[src/rtl/i2c_seq_pkg.sv]
package i2c_seq_pkg;

    typedef enum logic [3:0] {
        SQ_IDLE,
        SQ_ACK_LOW,
        SQ_ACK_REL,
        SQ_ACK_HIGH,
        SQ_STP_SDA,
        SQ_STP_LOW,
        SQ_STP_REL,
        SQ_STP_HIGH,
        SQ_STP_WAIT,
        SQ_STP_HOLD
    } seq_state_e;

    typedef struct packed {
        seq_state_e state;
        logic       scl_pull;
        logic       sda_pull;
    } seq_regs_t;

    typedef struct packed {
        logic irq;
        logic wcol;
        logic seen;
    } flag_regs_t;

endpackage

[src/rtl/i2c_seq_baud.sv]
module i2c_seq_baud #(
    parameter int BAUD_W = 8
) (
    input  logic              clk,
    input  logic              rst_n,
    input  logic              load,
    input  logic              run,
    input  logic [BAUD_W-1:0] reload,
    output logic              roll
);
    localparam logic [BAUD_W-1:0] CNT_ONE  = BAUD_W'(1);
    localparam logic [BAUD_W-1:0] CNT_ZERO = '0;

    logic [BAUD_W-1:0] cnt_d, cnt_q;

    always_comb begin
        cnt_d = cnt_q;
        if (load) begin
            cnt_d = (reload == CNT_ZERO) ? CNT_ONE : reload;
        end else if (run && cnt_q != CNT_ZERO) begin
            cnt_d = cnt_q - CNT_ONE;
        end
    end

    assign roll = run && (cnt_q == CNT_ONE);

    always_ff @(posedge clk) begin
        if (!rst_n) cnt_q <= CNT_ZERO;
        else        cnt_q <= cnt_d;
    end


    cnt_nonzero_chk: assert property (@(posedge clk) disable iff (!rst_n)
        run |-> (cnt_q != CNT_ZERO));

endmodule

[src/rtl/i2c_seq_fsm.sv]
module i2c_seq_fsm
    import i2c_seq_pkg::*;
(
    input  logic clk,
    input  logic rst_n,
    input  logic ack_req,
    input  logic ack_bit,
    input  logic stop_req,
    input  logic scl_in,
    input  logic sda_in,
    input  logic roll,
    output logic load,
    output logic run,
    output logic scl_pull,
    output logic sda_pull,
    output logic ack_active,
    output logic stop_active,
    output logic seq_start,
    output logic seq_done,
    output logic seen_set
);
    seq_regs_t r_d, r_q;

    always_comb begin
        r_d       = r_q;
        load      = 1'b0;
        run       = 1'b0;
        seq_start = 1'b0;
        seq_done  = 1'b0;
        seen_set  = 1'b0;
        case (r_q.state)
            SQ_IDLE: begin
                if (ack_req) begin
                    r_d.state    = SQ_ACK_LOW;
                    r_d.scl_pull = 1'b1;
                    r_d.sda_pull = ~ack_bit;
                    load         = 1'b1;
                    seq_start    = 1'b1;
                end else if (stop_req) begin
                    r_d.state    = SQ_STP_SDA;
                    r_d.scl_pull = 1'b1;
                    r_d.sda_pull = 1'b1;
                    seq_start    = 1'b1;
                end
            end
            SQ_ACK_LOW: begin
                run = 1'b1;
                if (roll) begin
                    r_d.scl_pull = 1'b0;
                    r_d.state    = SQ_ACK_REL;
                end
            end
            SQ_ACK_REL: begin
                if (scl_in) begin
                    load      = 1'b1;
                    r_d.state = SQ_ACK_HIGH;
                end
            end
            SQ_ACK_HIGH: begin
                run = 1'b1;
                if (roll) begin
                    r_d.scl_pull = 1'b1;
                    r_d.sda_pull = 1'b0;
                    r_d.state    = SQ_IDLE;
                    seq_done     = 1'b1;
                end
            end
            SQ_STP_SDA: begin
                if (!sda_in) begin
                    load      = 1'b1;
                    r_d.state = SQ_STP_LOW;
                end
            end
            SQ_STP_LOW: begin
                run = 1'b1;
                if (roll) begin
                    r_d.scl_pull = 1'b0;
                    r_d.state    = SQ_STP_REL;
                end
            end
            SQ_STP_REL: begin
                if (scl_in) begin
                    load      = 1'b1;
                    r_d.state = SQ_STP_HIGH;
                end
            end
            SQ_STP_HIGH: begin
                run = 1'b1;
                if (roll) begin
                    r_d.sda_pull = 1'b0;
                    r_d.state    = SQ_STP_WAIT;
                end
            end
            SQ_STP_WAIT: begin
                if (scl_in && sda_in) begin
                    seen_set  = 1'b1;
                    load      = 1'b1;
                    r_d.state = SQ_STP_HOLD;
                end
            end
            SQ_STP_HOLD: begin
                run = 1'b1;
                if (roll) begin
                    r_d.state = SQ_IDLE;
                    seq_done  = 1'b1;
                end
            end
            default: begin
                r_d.state = SQ_IDLE;
            end
        endcase
    end

    always_ff @(posedge clk) begin
        if (!rst_n) begin
            r_q.state    <= SQ_IDLE;
            r_q.scl_pull <= 1'b0;
            r_q.sda_pull <= 1'b0;
        end else begin
            r_q <= r_d;
        end
    end

    assign scl_pull    = r_q.scl_pull;
    assign sda_pull    = r_q.sda_pull;
    assign ack_active  = (r_q.state == SQ_ACK_LOW) || (r_q.state == SQ_ACK_REL) ||
                         (r_q.state == SQ_ACK_HIGH);
    assign stop_active = (r_q.state == SQ_STP_SDA)  || (r_q.state == SQ_STP_LOW) ||
                         (r_q.state == SQ_STP_REL)  || (r_q.state == SQ_STP_HIGH) ||
                         (r_q.state == SQ_STP_WAIT) || (r_q.state == SQ_STP_HOLD);


    ack_stretch_chk: assert property (@(posedge clk) disable iff (!rst_n)
        (r_q.state == SQ_ACK_REL && !scl_in) |=> (!r_q.scl_pull && ack_active));


    stop_entry_chk: assert property (@(posedge clk) disable iff (!rst_n)
        $rose(stop_active) |-> (r_q.scl_pull && r_q.sda_pull));

endmodule

[src/rtl/i2c_seq_flags.sv]
module i2c_seq_flags
    import i2c_seq_pkg::*;
(
    input  logic clk,
    input  logic rst_n,
    input  logic seq_done,
    input  logic collide,
    input  logic irq_clr,
    input  logic wcol_clr,
    input  logic seen_set,
    input  logic seen_clr,
    output logic irq_flag,
    output logic wcol_flag,
    output logic stop_seen
);
    flag_regs_t f_d, f_q;

    always_comb begin
        f_d = f_q;
        if (irq_clr)  f_d.irq  = 1'b0;
        if (seq_done) f_d.irq  = 1'b1;
        if (wcol_clr) f_d.wcol = 1'b0;
        if (collide)  f_d.wcol = 1'b1;
        if (seen_clr) f_d.seen = 1'b0;
        if (seen_set) f_d.seen = 1'b1;
    end

    always_ff @(posedge clk) begin
        if (!rst_n) f_q <= '0;
        else        f_q <= f_d;
    end

    assign irq_flag  = f_q.irq;
    assign wcol_flag = f_q.wcol;
    assign stop_seen = f_q.seen;


    wcol_set_chk: assert property (@(posedge clk) disable iff (!rst_n)
        collide |=> wcol_flag);


    irq_sticky_chk: assert property (@(posedge clk) disable iff (!rst_n)
        (irq_flag && !irq_clr) |=> irq_flag);

endmodule

[src/rtl/i2c_ackstop_seq.sv]
module i2c_ackstop_seq #(
    parameter int BAUD_W = 8,
    parameter int DATA_W = 8
) (
    input  logic              clk,
    input  logic              rst_n,
    input  logic              ack_req,
    input  logic              ack_bit,
    input  logic              stop_req,
    input  logic              buf_wr,
    input  logic [DATA_W-1:0] buf_wdata,
    output logic [DATA_W-1:0] buf_rdata,
    input  logic              irq_clr,
    input  logic              wcol_clr,
    input  logic              scl_in,
    input  logic              sda_in,
    input  logic [BAUD_W-1:0] baud_reload,
    output logic              scl_pull,
    output logic              sda_pull,
    output logic              ack_active,
    output logic              stop_active,
    output logic              irq_flag,
    output logic              wcol_flag,
    output logic              stop_seen
);
    logic load, run, roll;
    logic seq_start, seq_done, seen_set;
    logic busy, collide;
    logic [DATA_W-1:0] buf_d, buf_q;

    i2c_seq_baud #(.BAUD_W(BAUD_W)) u_baud (
        .clk    (clk),
        .rst_n  (rst_n),
        .load   (load),
        .run    (run),
        .reload (baud_reload),
        .roll   (roll)
    );

    i2c_seq_fsm u_fsm (
        .clk         (clk),
        .rst_n       (rst_n),
        .ack_req     (ack_req),
        .ack_bit     (ack_bit),
        .stop_req    (stop_req),
        .scl_in      (scl_in),
        .sda_in      (sda_in),
        .roll        (roll),
        .load        (load),
        .run         (run),
        .scl_pull    (scl_pull),
        .sda_pull    (sda_pull),
        .ack_active  (ack_active),
        .stop_active (stop_active),
        .seq_start   (seq_start),
        .seq_done    (seq_done),
        .seen_set    (seen_set)
    );

    assign busy    = ack_active | stop_active;
    assign collide = buf_wr & busy;

    i2c_seq_flags u_flags (
        .clk       (clk),
        .rst_n     (rst_n),
        .seq_done  (seq_done),
        .collide   (collide),
        .irq_clr   (irq_clr),
        .wcol_clr  (wcol_clr),
        .seen_set  (seen_set),
        .seen_clr  (seq_start),
        .irq_flag  (irq_flag),
        .wcol_flag (wcol_flag),
        .stop_seen (stop_seen)
    );

    always_comb begin
        buf_d = buf_q;
        if (buf_wr && !busy) buf_d = buf_wdata;
    end

    always_ff @(posedge clk) begin
        if (!rst_n) buf_q <= '0;
        else        buf_q <= buf_d;
    end

    assign buf_rdata = buf_q;


    buf_hold_chk: assert property (@(posedge clk) disable iff (!rst_n)
        (buf_wr && busy) |=> $stable(buf_rdata));


    one_seq_chk: assert property (@(posedge clk) disable iff (!rst_n)
        $onehot0({ack_active, stop_active}));


    irq_on_end_chk: assert property (@(posedge clk) disable iff (!rst_n)
        $fell(busy) |-> irq_flag);

endmodule

[config.mk]
export PLATFORM = sky130hd
export DESIGN_NAME = i2c_ackstop_seq
export DESIGN_NICKNAME = d
export VERILOG_FILES = /design/src/rtl/i2c_seq_pkg.sv /design/src/rtl/i2c_seq_baud.sv /design/src/rtl/i2c_seq_fsm.sv /design/src/rtl/i2c_seq_flags.sv /design/src/rtl/i2c_ackstop_seq.sv
export SDC_FILE = /design/constraint.sdc
export NUM_CORES = 1
export LEC_CHECK = 0
export BUFFER_PORTS_ARGS = -buffer_cell sky130_fd_sc_hd__buf_2
export CAP_MARGIN = 20
export CORE_MARGIN = 1
export CORE_UTILIZATION = 52
export DETAILED_ROUTE_END_ITERATION = 8
export MAX_ROUTING_LAYER = met4
export PLACE_DENSITY = 0.79
export SLEW_MARGIN = 30
export SYNTH_ARGS = -nofsm -noshare
export SYNTH_HDL_FRONTEND = slang
export SYNTH_HIERARCHICAL = 1
export SYNTH_SLANG_ARGS = --single-unit
[constraint.sdc]
create_clock -name clk -period 3 [get_ports clk]
set_clock_uncertainty 0.2 [all_clocks]
set_input_delay 0.45 -clock clk [delete_from_list [all_inputs] [get_ports clk]]
set_output_delay 0.45 -clock clk [all_outputs]
set_load 0.03 [all_outputs]
==> summary.txt, run 1 <==
STA
  – Hold slack: around 0.15 ns
  – RSZ-0062 raised after global routing: false
  – Final setup vio count: 0
  – Setup TNS: 0 ns
  – Final Max Slew Viols: 0
  – Worst slew margin: between 50% and 60%
  – Fin crit period: ~2.7 ns
  – Final hold violation count: 0
  – Max Clk Rate: about 380 MHz
  – Worst-Margin Slew: approximately 0.62 ns
  – Post-route clock period utilization: 88.4%

Floorplanning
  – Site Rows: 19
  – Die W: ~56 um
  – I/O pin total: between 40 and 50
  – Starting Density: between 50% and 60%
  – Die Y: around 56 um
  – Core area: 0.00276 mm2
  – Die Area: between 0.003 and 0.004 mm2

Pwr
  – Pwr Total: between 0.001 and 0.0015 W
  – Max IR drop VDD: between 0.5 and 0.6 mV
  – Power density cells: approximately 780 mW/mm2
  – Leakage: approximately 0.76 nW

Yosys
  – Top cells by count, synth: nand2_1, dfxtp_1, nor2_1
  – Cell count after synthesis: between 150 and 200
  – Sequential fraction of the synthesis area: about a third
  – Yosys warns: 6
  – Number of enable flip-flop cells after synthesis: 0
  – Yosys top cell area share: 32.9%
  – #FFs+latches synth: 25
  – Post-Syn Area: ~0.0015 mm2
  – Post-Syn Area per Cell: a little over 8 um2
  – Yosys top cell by area: dfxtp_1
  – Most used DFF post-synth: dfxtp_1
  – Synth area leaders: dfxtp_1, nand2_1, mux2i_1, nor2_1, o21ai_0
  – Yosys cell types: 50
  – Most common cell in the netlist: nand2_1
  – Ys async rst share: 0%
  – Synth Net Count: 215

Final layout
  – Multi-input logic area: roughly 930 um2
  – Layout Nets: 253
  – # diodes: 0
  – Synthesis-to-finish area growth: 15.3%
  – Register area: between 500 and 600 um2
  – Fraction of layout cells with a size suffix above 1: between 20% and 30%
  – Final non-filler cell total: 254
  – Fillers: ~260
  – Design Area, Final: roughly 0.0018 mm2

Placed design
  – Final Wtd Congestion: around 0.82
  – Placed cell count: 250
  – Port Buffer Count: 40
  – Post-Place Cell Area: 0.00173 mm2
  – DP HPWL: between 2000 and 2500 um

Detailed routing
  – Antenna-violating nets left: 0
  – Residual DRC: 0
  – DR vias: between 1000 and 1500
  – Vias per inst: roughly 5.5
  – Post-DR wirelength/cell: 12.1 um
  – Total routed wirelength: 3070 um
  – Initial DRC count: 52
  – DRT Pass-1 Iters: 4

Setup path
  – CP arrival: approximately 2.7 ns
  – CP max stage cell: dfxtp_1
  – Critical path required time: just over 3 ns
  – Worst path max stage delay: a little under 0.6 ns
  – CP Class: reg -> reg
  – Crit path cell chain: and2_1 > or4bb_1 > nor2_1 > nand2b_1 > a21oi_1 > or4_4 > mux2i_1
  – CP Launch Type: register
  – Nature of the critical path endpoint: register
  – Crit-path max FO: 15

Clock tree
  – TritonCTS buffer count: 3
  – Hold Buf Count CTS: 0
  – Clk Latency, worst-skew pair: about 0.32 ns
  – CTS Sinks: 25
  – CTS max path bufs: 2
  – H-Tree Depth: 1
  – Post-CTS sizing: 0
  – Clock Tree Root: clkbuf_4
  – Worst-path clk slew: approximately 0.15 ns
  – Setup Fix Bufs, Post-CTS: 0
  – TritonCTS clock tree: yes

Min path
  – Hold Path Class: in -> reg

GRT
  – GRT Overall Usage: between 20% and 30%
  – Antenna violations before repair: 0
  – Vias in the first global route: about 1300
  – Largest net degree at the start of global routing: 36
  – Gr ovfl total: 0
  – First-pass GRT wire length: 5260 um

Job
  – Max-cap violations: 0

Status
  – Outcome: finished clean
## logic make-up after synthesis
family	Yosys count	share of synthesized area [%]
flip-flops	25	32.9
XOR/XNOR	2	1.15
buffers and inverters	18	6.08
adder cells (fa/ha/maj)	3	2.47
AND/OR/NAND/NOR	85	31.2
AO/OA/AOI/OAI	43	19.6
multiplexers	10	6.57
## layout by cell type, fill, tap and decap left out, types with 6 or more instances in the layout
master and count:
nand2_1 30, mux2i_1 10, a21oi_1 7, dfxtp_1 25
nor3_1 6, nor2_1 15, o21ai_0 10, buf_2 40
inv_1 7
## sequential cells by signal (all words and copies together), names as in the netlist
register and count:
u_fsm/scl_pull 1, u_baud/cnt_q 8, u_fsm/r_q 4, u_flags/wcol_flag 1
u_flags/stop_seen 1, u_flags/irq_flag 1, u_fsm/sda_pull 1, buf_rdata 8
## routing by layer
layer	vias up	GRT usage, %	wire length, um
met5	-	-	0
met4	0	5.23	17
met3	2	3.26	136
met2	32	34.0	1410
met1	636	27.7	1510
li1	739	-	-
## where the power goes
| group | switching, W | total (W) | internal, W |
|---|---|---|---|
| sequential | 0.0000930 | 0.000512 | 0.000419 |
| clock | 0.000108 | 0.000159 | 0.0000508 |
| combinational | 0.000407 | 0.000706 | 0.000298 |
## through the flow
stage	setup WS, ns	util, %
3_3_place_gp	0.485	62.6
3_5_place_dp	0.403	62.6
5_1_grt	0.156	63.7
6_report	0.349	63.7
4_1_cts	0.355	63.7
2_1_floorplan	0.390	-
## final cells by class
type	count	share of cell area, %
repair buffers	44	13.1
inverters	7	1.50
clock buffers	3	1.28
flip-flops and latches	25	28.5
clock inverters	1	0.428
well taps	31	2.21
multi-input cells	143	53.0
## final timing paths
| check | start | to | slack [ns] | cells past startpoint |
|---|---|---|---|---|
| setup / recovery | u_fsm/r_q[2] | u_fsm/r_q[4] | 0.35 | 7 |
| hold / removal | buf_wdata[4] | buf_rdata[4] | 0.15 | 3 |
| setup reg to reg | u_fsm/r_q[2] | u_fsm/r_q[4] | 0.35 | 7 |
| hold reg to reg | buf_rdata[2] | buf_rdata[2] | 0.26 | 2 |
## worst max-delay path, delay by kind of cell (launching register included)
kind | cells | cell delay (ns)
AND/OR/NAND/NOR | 5 | 1.59
flip-flops | 1 | 0.59
multiplexers | 1 | 0.13
AO/OA/AOI/OAI | 1 | 0.06
Note: power is estimated with default switching activity, not from simulation.
==> inputs of run 2 (changes only) <==
Settings changed: RECOVER_POWER set to 50.
==> summary.txt, run 2 (same netlist as run 1, synthesis figures left out) <==
Clock tree
  – Worst-path clk slew: ~0.15 ns
  – Setup Fix Bufs, Post-CTS: 0
  – CTS max path bufs: 2
  – Post-CTS sizing: 0
  – TritonCTS buffer count: 3
  – Hold Buf Count CTS: 0
  – TritonCTS clock tree: yes
  – Clk Latency, worst-skew pair: approximately 0.32 ns
  – H-Tree Depth: 1
  – Clock Tree Root: clkbuf_4
  – CTS Sinks: 25

STA
  – Final setup vio count: 0
  – Worst-Margin Slew: just over 0.6 ns
  – Post-route clock period utilization: approximately 88%
  – Worst slew margin: about 58%
  – Final setup margin: between 0.3 and 0.4 ns
  – RSZ-0062 raised after global routing: false
  – Fin crit period: about 2.7 ns
  – Max Clk Rate: roughly 380 MHz
  – Final hold violation count: 0
  – Setup TNS: 0 ns
  – Final Max Slew Viols: 0

Floorplanning
  – Die W: around 56 um
  – Starting Density: between 50% and 60%
  – Die Area: between 0.003 and 0.004 mm2
  – I/O pin total: roughly 40
  – Site Rows: 19
  – Core area: roughly 0.0028 mm2
  – Die Y: around 56 um

Final layout
  – # diodes: 0
  – Fillers: roughly 260
  – Final Util: between 60% and 70%
  – Most common cell after layout, fill and taps aside: nand2_1
  – Synthesis-to-finish area growth: 14.0%
  – Final non-filler cell total: about 250
  – Fraction of layout cells with a size suffix above 1: about a fifth
  – Layout Nets: roughly 250
  – Commonest cells after routing, fill and taps aside: nand2_1, buf_2, dfxtp_1

Placed design
  – Pre-CTS WS: approximately 0.4 ns
  – Final Wtd Congestion: slightly above 0.8
  – Placed cell count: 250
  – DP HPWL: approximately 2200 um
  – Port Buffer Count: 40

Detailed routing
  – Vias per inst: approximately 5.5
  – DR vias: about 1400
  – DRT Pass-1 Iters: 4
  – Residual DRC: 0
  – Antenna-violating nets left: 0
  – Initial DRC count: between 50 and 60
  – Total routed wirelength: 3070 um
  – Post-DR wirelength/cell: approximately 12 um

GRT
  – Antenna violations before repair: 0
  – Vias in the first global route: 1272
  – GRT Overall Usage: roughly a fifth
  – Gr ovfl total: 0
  – Largest net degree at the start of global routing: 36
  – First-pass GRT wire length: roughly 5300 um

Pwr
  – Psw: between 0.0006 and 0.0007 W
  – Pwr Total: approximately 0.0014 W
  – Clock share of power: between 10 and 15%
  – Leakage: between 0.6 and 0.7 nW
  – Power density cells: about 790 mW/mm2
  – Max IR drop VDD: a little under 0.6 mV
  – Cell-internal power: about 0.00076 W
  – Reg power frac: a little under two fifths
  – Sw Ratio: between 40 and 50%
  – Gate power share: between 50% and 60%

Job
  – Max-cap violations: 0

Min path
  – Hold Path Class: in -> reg

Setup path
  – Crit-path max FO: 15
  – CP arrival: around 2.7 ns
  – CP Class: reg -> reg
  – Critical path required time: 3.03 ns
  – CP Launch Type: register
  – Nature of the critical path endpoint: register

Status
  – Outcome: finished clean
## run 2: area by class of cell
type	instances	area, um2	area share [%]
clock buffers	3	22.5	1.30
repair buffers	44	210	12.1
inverters	7	26.3	1.51
flip-flops and latches	25	500	28.8
well taps	31	38.8	2.24
multi-input cells	143	930	53.6
clock inverters	1	7.51	0.433
## run 2: final timing paths
| kind | startpoint | end | slack [ns] | depth (start not counted) |
|---|---|---|---|---|
| setup / recovery | u_fsm/r_q[2] | u_fsm/r_q[4] | 0.35 | 7 |
| hold / removal | buf_wdata[4] | buf_rdata[4] | 0.15 | 3 |
| setup reg to reg | u_fsm/r_q[2] | u_fsm/r_q[4] | 0.35 | 7 |
| hold reg to reg | buf_rdata[2] | buf_rdata[2] | 0.27 | 2 |
## run 2: stage by stage
stage	hold slack [ns]	cell area (um2)
3_3_place_gp	0.241	1730
2_1_floorplan	0.288	1520
5_1_grt	0.136	1740
3_5_place_dp	0.247	1730
4_1_cts	0.144	1760
6_report	0.150	1740
## run 2: power by group through the flow
stage	Sequential [W]	Clock [W]	Combinational, W
6_report	0.000513	0.000157	0.000693
5_1_grt	0.000525	0.000178	0.000769
4_1_cts	0.000508	0.000163	0.000707
3_5_place_dp	0.000514	0	0.000703
3_3_place_gp	0.000512	0	0.000694
2_1_floorplan	0.000544	0	0.000529
## run 2: metal layers
| layer | GRT usage [%] | vias to the layer above | wire length [um] |
|---|---|---|---|
| li1 | - | 739 | - |
| met1 | 27.7 | 622 | 1510 |
| met2 | 34.0 | 34 | 1410 |
| met3 | 3.26 | 2 | 132 |
| met4 | 5.23 | 0 | 17 |
| met5 | - | - | 0 |
## run 2: critical path, cell delays in order, from the launching register on
cell      delay (ns)
dfxtp_1         0.59
and2_1          0.29
or4bb_1         0.40
nor2_1          0.26
nand2b_1        0.15
a21oi_1         0.06
or4_4           0.49
mux2i_1         0.13
==> inputs of run 3 (changes only) <==
Settings changed: CORE_UTILIZATION 52 to 40, PLACE_DENSITY 0.79 to not set.
==> summary.txt, run 3 (same netlist as run 1, synthesis figures left out) <==
Status
  – Outcome: finished clean

STA
  – Post-route clock period utilization: 87.7%
  – Max Clk Rate: around 380 MHz
  – Worst slew margin: a little over half
  – RSZ-0062 raised after global routing: false
  – Final setup margin: ~0.37 ns
  – Fin crit period: between 2 and 3 ns
  – Setup TNS: 0 ns
  – Final Max Slew Viols: 0
  – Final hold violation count: 0
  – Worst-Margin Slew: a little under 0.7 ns
  – Final setup vio count: 0

Setup path
  – Critical path required time: around 3 ns
  – CP Launch Type: register
  – R2R Setup Slk: 0.37 ns
  – R2R Path Start: u_fsm/r_q[2]
  – CP Class: reg -> reg
  – Crit-path max FO: 15
  – R2R cell count: 7
  – Nature of the critical path endpoint: register
  – CP arrival: 2.60 ns
  – Reg2reg end: u_fsm/r_q[4]

Floorplanning
  – Core area: 0.00366 mm2
  – Die W: approximately 64 um
  – Site Rows: 22
  – Die Area: 0.00406 mm2
  – I/O pin total: roughly 40
  – Starting Density: ~42%
  – Die Y: 63.7 um

Pwr
  – Max IR drop VDD: about 0.36 mV
  – Leakage: around 0.7 nW
  – Power density cells: approximately 800 mW/mm2

Clock tree
  – Post-CTS sizing: 0
  – CTS max path bufs: 2
  – H-Tree Depth: 1
  – TritonCTS clock tree: yes
  – TritonCTS buffer count: 3
  – Setup Fix Bufs, Post-CTS: 0
  – CTS Sinks: 25
  – Clock Tree Root: clkbuf_8
  – Hold Buf Count CTS: 0
  – Worst-path clk slew: approximately 0.090 ns
  – Clk Latency, worst-skew pair: 0.27 ns

Detailed routing
  – DRT Pass-1 Iters: 4
  – Post-DR wirelength/cell: around 12 um
  – Vias per inst: about 5.1
  – Total routed wirelength: about 3200 um
  – Residual DRC: 0
  – DR vias: 1375
  – Initial DRC count: 84
  – Antenna-violating nets left: 0

Min path
  – Hold path depth: 3
  – Hold_sp: buf_wdata[7]
  – Hold Path Class: in -> reg
  – Hold Crit Endpoint: buf_rdata[7]

GRT
  – Largest net degree at the start of global routing: 36
  – Gr ovfl total: 0
  – First-pass GRT wire length: around 5400 um
  – Antenna violations before repair: 0
  – Vias in the first global route: 1223
  – GRT Overall Usage: about 17%

Placed design
  – Final Wtd Congestion: 0.771
  – Port Buffer Count: 40
  – Placed cell count: roughly 270
  – DP HPWL: 2350 um
  – Pre-CTS WS: just under 0.4 ns

Final layout
  – Fillers: slightly below 400
  – Final Util: 48.4%
  – Final non-filler cell total: about 270
  – Commonest cells after routing, fill and taps aside: nand2_1, buf_2, dfxtp_1
  – Fraction of layout cells with a size suffix above 1: between 15 and 20%
  – Synthesis-to-finish area growth: 16.3%
  – Most common cell after layout, fill and taps aside: nand2_1
  – Layout Nets: 253
  – # diodes: 0

Job
  – Max-cap violations: 0
==> run 3: how the worst max path moves through the flow <==
stage / start / end / slack, ns
6_report: u_fsm/r_q[2] / u_fsm/r_q[4] / 0.37
5_1_grt: u_fsm/r_q[2] / u_fsm/r_q[4] / 0.23
4_1_cts: u_fsm/r_q[2] / u_fsm/r_q[4] / 0.37
3_5_place_dp: u_fsm/r_q[2] / u_fsm/r_q[4] / 0.39
3_3_place_gp: u_fsm/r_q[2] / u_fsm/r_q[4] / 0.44
2_1_floorplan: u_fsm/r_q[4] / u_fsm/r_q[4] / 0.39
==> run 3: area by class of cell <==
type                    count  area, um2  area share, %
clock buffers               3       41.3           2.33
well taps                  48       60.1           3.39
clock inverters             1       7.51          0.424
multi-input cells         143        925           52.2
flip-flops and latches     25        500           28.3
inverters                   7       26.3           1.48
repair buffers             44        210           11.9
==> run 3: power by group <==
group / leakage, nW / internal (W) / total [W] / switching [W]
Clock: 0.0217 / 0.0000942 / 0.000204 / 0.000110
Sequential: 0.206 / 0.000419 / 0.000510 / 0.0000908
Combinational: 0.477 / 0.000285 / 0.000687 / 0.000402
==> run 3: per-stage QoR <==
step	power (W)	cell area (um2)	hold slack, ns
CTS	0.00143	1800	0.205
global route	0.00152	1770	0.206
floorplan	0.00107	1520	0.288
finish	0.00140	1770	0.211
detailed placement	0.00122	1750	0.246
global placement	0.00122	1750	0.243
==> run 3: worst max-delay path: stages (launching register included) <==
cell,delay [ns]
dfxtp_1,0.58
and2_1,0.30
or4bb_1,0.41
nor2_1,0.24
nand2b_1,0.14
a21oi_1,0.05
or4_4,0.48
mux2i_1,0.13
==> run 3: routing by layer <==
metal	part of all wire, %	wire [um]	vias to the layer above	track usage, %
met5	0	0	-	-
met4	1.3	41	0	5.97
met3	3.2	101	5	2.54
met2	45	1430	23	28.1
met1	50	1580	608	20.9
li1	-	-	739	-
